## src/rtl/spi_mon_pkg.sv

```systemverilog
package spi_mon_pkg;

    localparam int ADDR_BYTES = 3;
    localparam int ADDR_W     = ADDR_BYTES * 8;
    localparam int SECTOR_LSB = 12;

    typedef enum logic [3:0] {
        EV_NONE    = 4'd0,
        EV_CMD     = 4'd1,
        EV_ADDR    = 4'd2,
        EV_RDATA   = 4'd3,
        EV_WDATA   = 4'd4,
        EV_ID      = 4'd5,
        EV_STATUS  = 4'd6,
        EV_UNKNOWN = 4'd7,
        EV_MISALIGN= 4'd8,
        EV_TRUNC   = 4'd9
    } evt_kind_e;

    typedef struct packed {
        evt_kind_e          kind;
        logic [7:0]         op;
        logic [ADDR_W-1:0]  addr;
        logic [7:0]         data;
    } evt_t;

    typedef enum logic [2:0] {
        S_IDLE, S_ADDR, S_DUMMY, S_XFER, S_ID, S_STAT, S_WSTAT
    } mon_state_e;

    localparam logic [7:0] OP_WREN  = 8'h06;
    localparam logic [7:0] OP_WRDI  = 8'h04;
    localparam logic [7:0] OP_RDID  = 8'h9F;
    localparam logic [7:0] OP_RDST  = 8'h05;
    localparam logic [7:0] OP_WRST  = 8'h01;
    localparam logic [7:0] OP_READ  = 8'h03;
    localparam logic [7:0] OP_FREAD = 8'h0B;
    localparam logic [7:0] OP_SERASE= 8'h20;
    localparam logic [7:0] OP_BERASE= 8'hD8;
    localparam logic [7:0] OP_CERASE= 8'h60;
    localparam logic [7:0] OP_CERALT= 8'hC7;
    localparam logic [7:0] OP_PROG  = 8'h02;

    function automatic evt_t mk_evt(evt_kind_e k, logic [7:0] o,
                                    logic [ADDR_W-1:0] a, logic [7:0] d);
        evt_t e;
        e.kind = k;
        e.op   = o;
        e.addr = a;
        e.data = d;
        return e;
    endfunction

endpackage

```

## src/rtl/spi_mon_pos_counter.sv

```systemverilog
module spi_mon_pos_counter #(
    parameter int W = 4
) (
    input  logic         clk,
    input  logic         rst_n,
    input  logic         clr,
    input  logic         inc,
    output logic [W-1:0] pos
);
    localparam logic [W-1:0] POS_MAX = '1;

    logic [W-1:0] pos_q;

    always_ff @(posedge clk) begin
        if (!rst_n || clr) begin
            pos_q <= '0;
        end else if (inc && pos_q != POS_MAX) begin
            pos_q <= pos_q + 1'b1;
        end
    end

    assign pos = pos_q;

    // a full counter stays full while bytes keep arriving
    a_r13_saturate: assert property (@(posedge clk) disable iff (!rst_n)
        (pos_q == POS_MAX && inc && !clr) |=> pos_q == POS_MAX);

    // without a clear the position never moves backwards
    a_r13_no_wrap: assert property (@(posedge clk) disable iff (!rst_n)
        (!clr) |=> pos_q >= $past(pos_q));

endmodule

```

## src/rtl/spi_mon_decoder.sv

```systemverilog
module spi_mon_decoder
    import spi_mon_pkg::*;
#(
    parameter int POS_W = 4
) (
    input  logic             clk,
    input  logic             rst_n,
    input  logic             cs_active,
    input  logic             byte_valid,
    input  logic [7:0]       mosi_byte,
    input  logic [7:0]       miso_byte,
    input  logic [POS_W-1:0] pos,
    output logic             pos_clr,
    output logic             pos_inc,
    output logic             req_valid,
    output evt_t             req
);
    localparam logic [POS_W-1:0] LAST_ADDR_POS = POS_W'(ADDR_BYTES);

    mon_state_e        state_q, state_d;
    logic [7:0]        cmd_q, cmd_d;
    logic [ADDR_W-1:0] addr_q, addr_d;
    logic              done;
    logic [ADDR_W-1:0] full_addr;

    always_ff @(posedge clk) begin
        if (!rst_n) begin
            state_q <= S_IDLE;
            cmd_q   <= '0;
            addr_q  <= '0;
        end else begin
            state_q <= state_d;
            cmd_q   <= cmd_d;
            addr_q  <= addr_d;
        end
    end

    assign full_addr = {addr_q[ADDR_W-9:0], mosi_byte};

    always_comb begin
        state_d   = state_q;
        cmd_d     = cmd_q;
        addr_d    = addr_q;
        req_valid = 1'b0;
        req       = mk_evt(EV_NONE, 8'h00, '0, 8'h00);
        done      = 1'b0;
        if (!cs_active) begin
            state_d = S_IDLE;
            if (state_q == S_ADDR) begin
                req_valid = 1'b1;
                req = mk_evt(EV_TRUNC, cmd_q, addr_q, 8'(pos));
            end
        end else if (byte_valid) begin
            unique case (state_q)
                S_IDLE: begin
                    req_valid = 1'b1;
                    req = mk_evt(EV_CMD, mosi_byte, '0, mosi_byte);
                    cmd_d = mosi_byte;
                    addr_d = '0;
                    unique case (mosi_byte)
                        OP_WREN, OP_WRDI, OP_CERASE: done = 1'b1;
                        OP_CERALT: begin
                            req.op = OP_CERASE;
                            cmd_d  = OP_CERASE;
                            done   = 1'b1;
                        end
                        OP_READ, OP_FREAD, OP_PROG, OP_SERASE, OP_BERASE:
                            state_d = S_ADDR;
                        OP_RDID: state_d = S_ID;
                        OP_RDST: state_d = S_STAT;
                        OP_WRST: state_d = S_WSTAT;
                        default: begin
                            req  = mk_evt(EV_UNKNOWN, mosi_byte, '0, mosi_byte);
                            done = 1'b1;
                        end
                    endcase
                end
                S_ADDR: begin
                    addr_d = full_addr;
                    if (pos == LAST_ADDR_POS) begin
                        req_valid = 1'b1;
                        req = mk_evt(EV_ADDR, cmd_q, full_addr, 8'h00);
                        unique case (cmd_q)
                            OP_SERASE: begin
                                if (full_addr[SECTOR_LSB-1:0] != '0)
                                    req.kind = EV_MISALIGN;
                                done = 1'b1;
                            end
                            OP_BERASE: done = 1'b1;
                            OP_FREAD:  state_d = S_DUMMY;
                            default:   state_d = S_XFER;
                        endcase
                    end
                end
                S_DUMMY: state_d = S_XFER;
                S_XFER: begin
                    req_valid = 1'b1;
                    if (cmd_q == OP_PROG)
                        req = mk_evt(EV_WDATA, cmd_q, addr_q, mosi_byte);
                    else
                        req = mk_evt(EV_RDATA, cmd_q, addr_q, miso_byte);
                end
                S_ID: begin
                    req_valid = 1'b1;
                    req = mk_evt(EV_ID, cmd_q, ADDR_W'(pos), miso_byte);
                    if (pos == LAST_ADDR_POS) done = 1'b1;
                end
                S_STAT: begin
                    req_valid = 1'b1;
                    req = mk_evt(EV_STATUS, cmd_q, '0, miso_byte);
                end
                S_WSTAT: begin
                    req_valid = 1'b1;
                    req = mk_evt(EV_WDATA, cmd_q, '0, mosi_byte);
                    done = 1'b1;
                end
                default: state_d = S_IDLE;
            endcase
            if (done) state_d = S_IDLE;
        end
    end

    assign pos_clr = !cs_active || done;
    assign pos_inc = cs_active && byte_valid;

    // a deselected flash always leaves the walker idle
    a_r10_cs_idle: assert property (@(posedge clk) disable iff (!rst_n)
        !cs_active |=> state_q == S_IDLE);

    // a strobe without chip select produces nothing but a truncation
    a_r10_no_event_deselected: assert property (@(posedge clk) disable iff (!rst_n)
        (!cs_active && req_valid) |-> req.kind == EV_TRUNC);

    // the address phase never outlives its three bytes
    a_r4_addr_bound: assert property (@(posedge clk) disable iff (!rst_n)
        (state_q == S_ADDR) |-> pos <= LAST_ADDR_POS);

endmodule

```

## src/rtl/spi_mon_evt_port.sv

```systemverilog
module spi_mon_evt_port
    import spi_mon_pkg::*;
(
    input  logic clk,
    input  logic rst_n,
    input  logic req_valid,
    input  evt_t req,
    input  logic ready,
    output logic valid,
    output evt_t evt,
    output logic overflow
);
    logic free;

    assign free = !valid || ready;

    always_ff @(posedge clk) begin
        if (!rst_n) begin
            valid    <= 1'b0;
            evt      <= '0;
            overflow <= 1'b0;
        end else begin
            if (req_valid && free) begin
                valid <= 1'b1;
                evt   <= req;
            end else if (ready) begin
                valid <= 1'b0;
            end
            if (req_valid && !free) overflow <= 1'b1;
        end
    end

    // overflow is sticky
    a_r12_sticky_overflow: assert property (@(posedge clk) disable iff (!rst_n)
        overflow |=> overflow);

    // a stalled event is held unchanged
    a_r12_hold_stalled: assert property (@(posedge clk) disable iff (!rst_n)
        (valid && !ready) |=> (valid && $stable(evt)));

endmodule

```

## src/rtl/spi_flash_cmd_monitor.sv

```systemverilog
module spi_flash_cmd_monitor
    import spi_mon_pkg::*;
#(
    parameter int POS_W = 4
) (
    input  logic        clk,
    input  logic        rst_n,
    input  logic        cs_active,
    input  logic        byte_valid,
    input  logic [7:0]  mosi_byte,
    input  logic [7:0]  miso_byte,
    output logic        evt_valid,
    input  logic        evt_ready,
    output logic [3:0]  evt_type,
    output logic [7:0]  evt_opcode,
    output logic [23:0] evt_addr,
    output logic [7:0]  evt_data,
    output logic        overflow
);
    logic [POS_W-1:0] pos;
    logic             pos_clr;
    logic             pos_inc;
    logic             req_valid;
    evt_t             req;
    evt_t             evt;

    spi_mon_pos_counter #(.W(POS_W)) u_pos (
        .clk   (clk),
        .rst_n (rst_n),
        .clr   (pos_clr),
        .inc   (pos_inc),
        .pos   (pos)
    );

    spi_mon_decoder #(.POS_W(POS_W)) u_dec (
        .clk        (clk),
        .rst_n      (rst_n),
        .cs_active  (cs_active),
        .byte_valid (byte_valid),
        .mosi_byte  (mosi_byte),
        .miso_byte  (miso_byte),
        .pos        (pos),
        .pos_clr    (pos_clr),
        .pos_inc    (pos_inc),
        .req_valid  (req_valid),
        .req        (req)
    );

    spi_mon_evt_port u_port (
        .clk       (clk),
        .rst_n     (rst_n),
        .req_valid (req_valid),
        .req       (req),
        .ready     (evt_ready),
        .valid     (evt_valid),
        .evt       (evt),
        .overflow  (overflow)
    );

    assign evt_type   = evt.kind;
    assign evt_opcode = evt.op;
    assign evt_addr   = evt.addr;
    assign evt_data   = evt.data;

    // the alternate chip-erase code never reaches the output
    a_r3_no_alt_opcode: assert property (@(posedge clk) disable iff (!rst_n)
        evt_valid |-> evt_opcode != OP_CERALT);

    // a misalignment warning always carries an unaligned address
    a_r5_misalign_addr: assert property (@(posedge clk) disable iff (!rst_n)
        (evt_valid && evt_type == 4'd8) |-> evt_addr[SECTOR_LSB-1:0] != '0);

    // nothing is pending in the cycle after reset
    a_r1_reset_quiet: assert property (@(posedge clk)
        !rst_n |=> (!evt_valid && !overflow));

endmodule

```

## config.mk

```make
export PLATFORM = sky130hd
export DESIGN_NAME = spi_flash_cmd_monitor
export DESIGN_NICKNAME = d
export VERILOG_FILES = /design/src/rtl/spi_mon_pkg.sv /design/src/rtl/spi_mon_pos_counter.sv /design/src/rtl/spi_mon_decoder.sv /design/src/rtl/spi_mon_evt_port.sv /design/src/rtl/spi_flash_cmd_monitor.sv
export SDC_FILE = /design/constraint.sdc
export NUM_CORES = 1
export LEC_CHECK = 0
export BUFFER_PORTS_ARGS = -buffer_cell sky130_fd_sc_hd__buf_2
export CAP_MARGIN = 20
export CORE_MARGIN = 5
export CORE_UTILIZATION = 55
export CTS_CLUSTER_SIZE = 20
export DETAILED_ROUTE_END_ITERATION = 12
export GPL_TIMING_DRIVEN = 0
export PLACE_DENSITY = 0.78
export SYNTH_ARGS = -nofsm -noshare
export SYNTH_HDL_FRONTEND = slang
export SYNTH_SLANG_ARGS = --single-unit
```

## constraint.sdc

```tcl
create_clock -name clk -period 2.3 [get_ports clk]
set_input_delay 0.115 -clock clk [delete_from_list [all_inputs] [get_ports clk]]
set_output_delay 0.115 -clock clk [all_outputs]
set_load 0.05 [all_outputs]
```

==> results.py, run 1 <==
metrics = {
    "finish": {
        "layout-drive-gt1-share_pct": 22.24,
        "design_area_um2": 4692,
        "n_fill_cell": 584,
        "area_growth_syn_to_layout_pct": 19.12,
        "antenna_cells": 0,
        "regArea_um2": 1709,
        "final_nets": 543,
        "multi_input_area_um2": 2096,
    },
    "sta": {
        "max_freq_mhz": 446.4,
        "final_max_slew_viol_count": 0,
        "rsz0062_at_grt": "no",
        "setup-violations-final": 0,
        "slew_headroom_pct": 50.12,
        "post-route-min-period_ns": 2.240,
        "timing.final.crit_share_pct": 97.41,
        "hold_violations": 0,
        "worst_hold_slack_ns": 0.04568,
        "clock_skew_ns": 0.006172,
        "worstMarginPinSlew_ns": 0.7431,
    },
    "synth": {
        "async_flop_share_pct": 0,
        "yosysTopAreaCellShare_pct": 43.20,
        "ys.flop_type": "dfxtp_1",
        "synth_top_family_by_area": "compound AO/OA/AOI/OAI gates",
        "syn_area_um2": 3939,
        "ys_ff_latch": 85,
        "yosysWarnings": 0,
        "synth_mux_area_share_pct": 1.048,
        "yosys.area_share.simple_pct": 22.52,
        "synth-adder-area-share_pct": 0.3177,
        "ys_seq_area_share_pct": 43.20,
        "synth_xor_xnor_area_share_pct": 0.4447,
        "synth_compound_area_share_pct": 27.60,
        "synth_edf_count": 0,
        "synth_nets": 464,
        "yosysTopAreaCell": "dfxtp_1",
        "synth.area.top_cells": "dfxtp_1 43%, a22oi_1 6.7%, nor2_1 6.5%, a222oi_1 5.6%, nand2_1 2.5%",
        "syn_avg_cell_area_um2": 8.911,
        "synth.most_common_cell": "dfxtp_1",
        "synth_cells": 442,
        "synth.distinct_cells": 63,
        "synth_common_cells": "85 x dfxtp_1, 68 x nor2_1, 35 x a22oi_1",
    },
    "worst_setup_path": {
        "cp-end-kind": "flip-flop",
        "start_kind": "flip-flop",
        "r2r_end": "u_port.evt[5]",
        "r2r_start": "u_pos.pos[1]",
        "critPathSlowestCell": "or3b_4",
        "cp_max_fo": 10,
        "slowest_delay_ns": 0.43,
        "rrSetupSlack_ns": 0.06,
        "worstSetupPathType": "flip-flop to flip-flop",
        "cp.arrival_ns": 2.48,
        "crit_chain": "ha_4 > or3b_4 > nor2_8 > a211o_2 > o211ai_4 > and2_4 > buf_6 > a221o_1",
        "worstRegToRegCells": 8,
        "worstPathRequired_ns": 2.54,
    },
    "clock_tree": {
        "clkSlewWorstSetupHoldPaths_ns": 0.09,
        "cts_tree": "built",
        "cts_inserted_buffers": 9,
        "cts_root_buffer": "clkbuf_8",
        "hold_buffers": 0,
        "cts_sinks": 85,
        "h-tree-depth": 3,
        "clock_latency_ns": 0.35,
        "clock_path_buffers": 2,
    },
    "floorplan": {
        "design.core.area_um2": 6869,
        "ioPinCount": 67,
        "die_h_um": 94.63,
        "fp.dieW_um": 94.63,
        "start_util_pct": 57.34,
        "placementRows": 30,
        "die_area_um2": 8954,
    },
    "worst_hold_path": {
        "min_path_cells": 3,
        "hold-path-endpoint": "u_dec.cmd_q[4]",
        "holdCritStartpoint": "mosi_byte[4]",
        "min_path_type": "input pin to flip-flop",
    },
    "pwr": {
        "vdd_ir_drop_max_mv": 0.4834,
        "power.density_nw_per_um2": 624.7,
        "p_leak_nw": 1.914,
    },
    "grt": {
        "grt_max_degree": 16,
        "grt_antenna_before_repair": 0,
        "grt_pass1_wl_um": 19490,
        "grt_remaining_overflow": 0,
        "first_global_vias": 3745,
        "track_usage_pct": 28.07,
    },
    "status": {
        "outcome": "finished, final reports clean",
    },
    "placement": {
        "place_area_um2": 4369,
        "dpl.hpwl_um": 8848,
        "routabilityCongestion": 0.9330,
        "place.port_buffers": 62,
    },
    "route": {
        "drtPass1Iterations": 5,
        "drt_iter0_drc": 420,
        "ant_nets": 0,
        "drt-vias-per-instance": 6.569,
        "drc": 0,
        "drt-wirelength-per-cell_um": 19.90,
        "routed_wl_um": 12380,
        "via_count": 4086,
    },
    "run": {
        "drv_cap": 0,
    },
}
[what timing repair did]
| action | 4_1_cts | 5_1_grt |
|---|---|---|
| gates resized for setup | 8 | 13 |
| endpoints found under the setup margin | 45 | 42 |
| pin swaps | 0 | 7 |
| setup buffers | 0 | 6 |
[through the flow]
| stage | utilization, % | setup TNS, ns | total power [mW] | worst slack (ns) | instances |
|---|---|---|---|---|---|
| final | 68.31 | 0 | 2.931 | 0.05965 | 622 |
| after global routing | 68.31 | 0 | 3.022 | 0.002716 | 622 |
| after CTS | 67.07 | 0 | 2.928 | 0.005137 | 616 |
| after detailed placement | 63.61 | -5.318 | 1.833 | -0.2968 | 600 |
| after global placement | 63.61 | -3.884 | 1.828 | -0.2571 | 600 |
| after floorplan | - | 0 | 1.738 | 0.1531 | 442 |
[how the worst max path moves through the flow]
| stage | endpoint | from | slack [ns] |
|---|---|---|---|
| after global routing | u_port.evt[33] | u_dec.state_q[0] | 0.003 |
| after CTS | u_port.evt[5] | u_pos.pos[0] | 0.005 |
| final | u_port.evt[5] | u_pos.pos[1] | 0.06 |
| after global placement | u_port.evt[30] | u_pos.pos[0] | -0.26 |
| after floorplan | u_port.evt[34] | u_pos.pos[0] | 0.15 |
| after detailed placement | u_port.evt[27] | u_pos.pos[0] | -0.30 |
[where the power goes]
part | internal [mW] | total, mW | switching, mW
registers | 1.49 | 1.51 | 0.0172
clock network | 0.548 | 1.12 | 0.571
logic | 0.0879 | 0.304 | 0.216
total | 2.13 | 2.93 | 0.804
[metal layers]
layer  routed length [µm]  share of wire, %  global-route usage [%]
met2                 5714                46                   43.81
met1                 5080                41                   37.76
met3                 1196               9.7                   4.542
met5                    0                 0                       0
met4                  385               3.1                   13.46
[critical path, delay by kind of cell (launching register included)]
family	cells	cell delay, ns
simple gates	3	0.82
flops	1	0.40
buf+inv	1	0.14
compound gates	3	0.62
fa+ha+maj	1	0.16
[logic make-up after synthesis]
logic type / Yosys count
multiplexers: 4
flip-flops: 85
AND/OR/NAND/NOR: 171
AO/OA/AOI/OAI: 137
adder cells (fa/ha/maj): 1
XOR/XNOR: 2
buffers and inverters: 42
[registers in the layout, indices dropped and copies added (netlist names)]
signal           flops
u_pos.pos            4
u_port.evt          44
u_dec.state_q        3
u_dec.addr_q        24
u_dec.cmd_q          8
u_port.overflow      1
u_port.valid         1
[cell usage in the layout (no fill, tap or decap), types with 7 or more instances in the layout]
| master | count |
|---|---|
| nand3_1 | 13 |
| and3_1 | 11 |
| dfxtp_1 | 83 |
| a21oi_1 | 16 |
| clkbuf_8 | 10 |
| a22oi_1 | 35 |
| a221o_1 | 9 |
| nand2_1 | 26 |
| nor2_1 | 68 |
| o22ai_1 | 8 |
| buf_2 | 67 |
| clkbuf_1 | 23 |
| nor2b_1 | 7 |
| buf_4 | 7 |
| a222oi_1 | 22 |
| o21ai_0 | 8 |
| inv_1 | 7 |
[layout make-up]
cell class	count	area share (%)
plain buffers	35	3.760
clock buffers	11	3.013
clock inverters	5	1.440
inverters	7	0.5600
multi-input cells	315	44.67
flip-flops and latches	85	36.43
well taps	96	2.560
repair buffers	68	7.573
Power figures use the tool's default switching activity.
==> run 2, diff against run 1 <==
ABC_CLOCK_PERIOD_IN_PS = 2300   (was unset)
CORE_MARGIN = unset   (was 5)
GPL_ROUTABILITY_DRIVEN = 0   (was unset)
==> results.py, run 2 (synthesis results as in run 1) <==
metrics = {
    "grt": {
        "grt_remaining_overflow": 0,
        "use_met3_pct": 4.190,
        "top_usage_layer": "met2",
        "met2_usage_pct": 51.52,
        "grt_antenna_before_repair": 0,
        "first_global_vias": 3601,
        "track_usage_pct": 31.92,
        "grt_pass1_wl_um": 18220,
        "grt_max_degree": 17,
        "grt_use_met1_pct": 42.64,
    },
    "sta": {
        "fin_tns_setup_ns": 0,
        "worstMarginPinSlew_ns": 0.6176,
        "slew_headroom_pct": 58.55,
        "max_freq_mhz": 449.2,
        "timing.final.crit_share_pct": 96.79,
        "rsz0062_at_grt": "no",
        "setup-violations-final": 0,
        "worst_hold_slack_ns": 0.01830,
        "final_max_slew_viol_count": 0,
        "post-route-min-period_ns": 2.226,
        "clock_skew_ns": 0.01161,
        "hold_violations": 0,
    },
    "finish": {
        "layout-drive-gt1-share_pct": 21.54,
        "largest_register_ff_count": 44,
        "largest_register": "u_port.evt",
        "n_fill_cell": 585,
        "antenna_cells": 0,
        "area_growth_syn_to_layout_pct": 17.73,
        "final_common_cell": "dfxtp_1",
        "design_area_um2": 4637,
        "layout_common_cells": "82 x dfxtp_1, 68 x buf_2, 68 x nor2_1, 35 x a22oi_1, 26 x nand2_1",
        "regArea_um2": 1708,
        "final_cells": 616,
        "final_nets": 537,
        "top_regs": "u_port.evt x44, u_dec.addr_q x24, u_dec.cmd_q x8",
        "multi_input_area_um2": 2096,
    },
    "route": {
        "drt-vias-per-instance": 6.494,
        "drtPass1Iterations": 6,
        "via_count": 4000,
        "drt_iter0_drc": 441,
        "ant_nets": 0,
        "drt-wirelength-per-cell_um": 19.30,
        "routed_wl_um": 11890,
        "drc": 0,
    },
    "worst_hold_path": {
        "min_path_type": "input pin to flip-flop",
        "holdCritStartpoint": "mosi_byte[4]",
    },
    "pwr": {
        "p_leak_nw": 1.875,
        "vdd_ir_drop_max_mv": 0.5839,
        "power.density_nw_per_um2": 629.7,
    },
    "clock_tree": {
        "cts_inserted_buffers": 9,
        "cts_root_buffer": "clkbuf_8",
        "clock_latency_ns": 0.37,
        "hold_buffers": 0,
        "cts_tree": "built",
        "clock_path_buffers": 2,
        "h-tree-depth": 3,
        "cts_setup_buffers": 0,
        "clkSlewWorstSetupHoldPaths_ns": 0.10,
        "cts_sinks": 85,
    },
    "floorplan": {
        "die_h_um": 86.63,
        "ioPinCount": 67,
        "fp.dieW_um": 86.63,
        "design.core.area_um2": 6869,
        "start_util_pct": 57.34,
        "placementRows": 30,
        "die_area_um2": 7504,
    },
    "run": {
        "drv_cap": 0,
    },
    "placement": {
        "place_area_um2": 4369,
        "place.port_buffers": 62,
        "dpl.hpwl_um": 8279,
        "dp.cells": 600,
    },
    "status": {
        "outcome": "finished, final reports clean",
    },
    "worst_setup_path": {
        "critPathLaunch": "u_pos.pos[1]",
        "rrSetupSlack_ns": 0.07,
        "worstSetupPathType": "flip-flop to flip-flop",
        "r2r_start": "u_pos.pos[1]",
        "cp-end-kind": "flip-flop",
        "start_kind": "flip-flop",
        "cp.arrival_ns": 2.47,
        "cp_max_fo": 10,
        "worstPathRequired_ns": 2.54,
    },
}
## run 2: critical path: stages, from the launching register on
cell	delay, ns
dfxtp_2	0.40
ha_4	0.17
or3b_4	0.42
nor2_8	0.16
a211o_2	0.15
o211ai_4	0.12
clkbuf_4	0.25
a222oi_1	0.36
nor2_1	0.08
## run 2: what timing repair did
| action | 4_1_cts | 5_1_grt |
|---|---|---|
| gates cloned | 0 | 0 |
| gates resized for setup | 7 | 10 |
| pin swaps | 0 | 3 |
| setup endpoints to repair | 40 | 42 |
## run 2: layer usage
metal / vias up / routed length [µm]
met3: 29 / 1187
met4: 0 / 286
met2: 249 / 5553
li1: 1828 / -
met1: 1894 / 4862
met5: - / 0
## run 2: layout make-up
type	count	area share, %
multi-input cells	315	45.20
flip-flops and latches	85	36.83
repair buffers	62	6.692
plain buffers	35	3.724
clock buffers	9	2.671
well taps	96	2.590
clock inverters	7	1.727
inverters	7	0.5666
## run 2: per-stage QoR
stage	utilization, %	total power [mW]	setup WS [ns]
floorplan	-	1.738	0.1531
global placement	63.61	1.824	-0.2740
detailed placement	63.61	1.830	-0.3072
CTS	66.94	2.913	0.02855
global route	67.50	3.010	0.01218
finish	67.50	2.920	0.07384
## run 2: where the power goes
group / internal, mW / total (mW) / leakage (nW) / switching (mW)
clock network: 0.517 / 1.12 / 0.102 / 0.599
logic: 0.0842 / 0.295 / 1.08 / 0.211
registers: 1.49 / 1.51 / 0.689 / 0.0173
total: 2.09 / 2.92 / 1.88 / 0.826
## run 2: worst paths after layout
check                   endpoint  cells after the start
setup / recovery  u_port.evt[28]                      8
hold / removal    u_dec.cmd_q[4]                      3
setup reg to reg  u_port.evt[28]                      8
hold reg to reg   u_port.evt[43]                      2
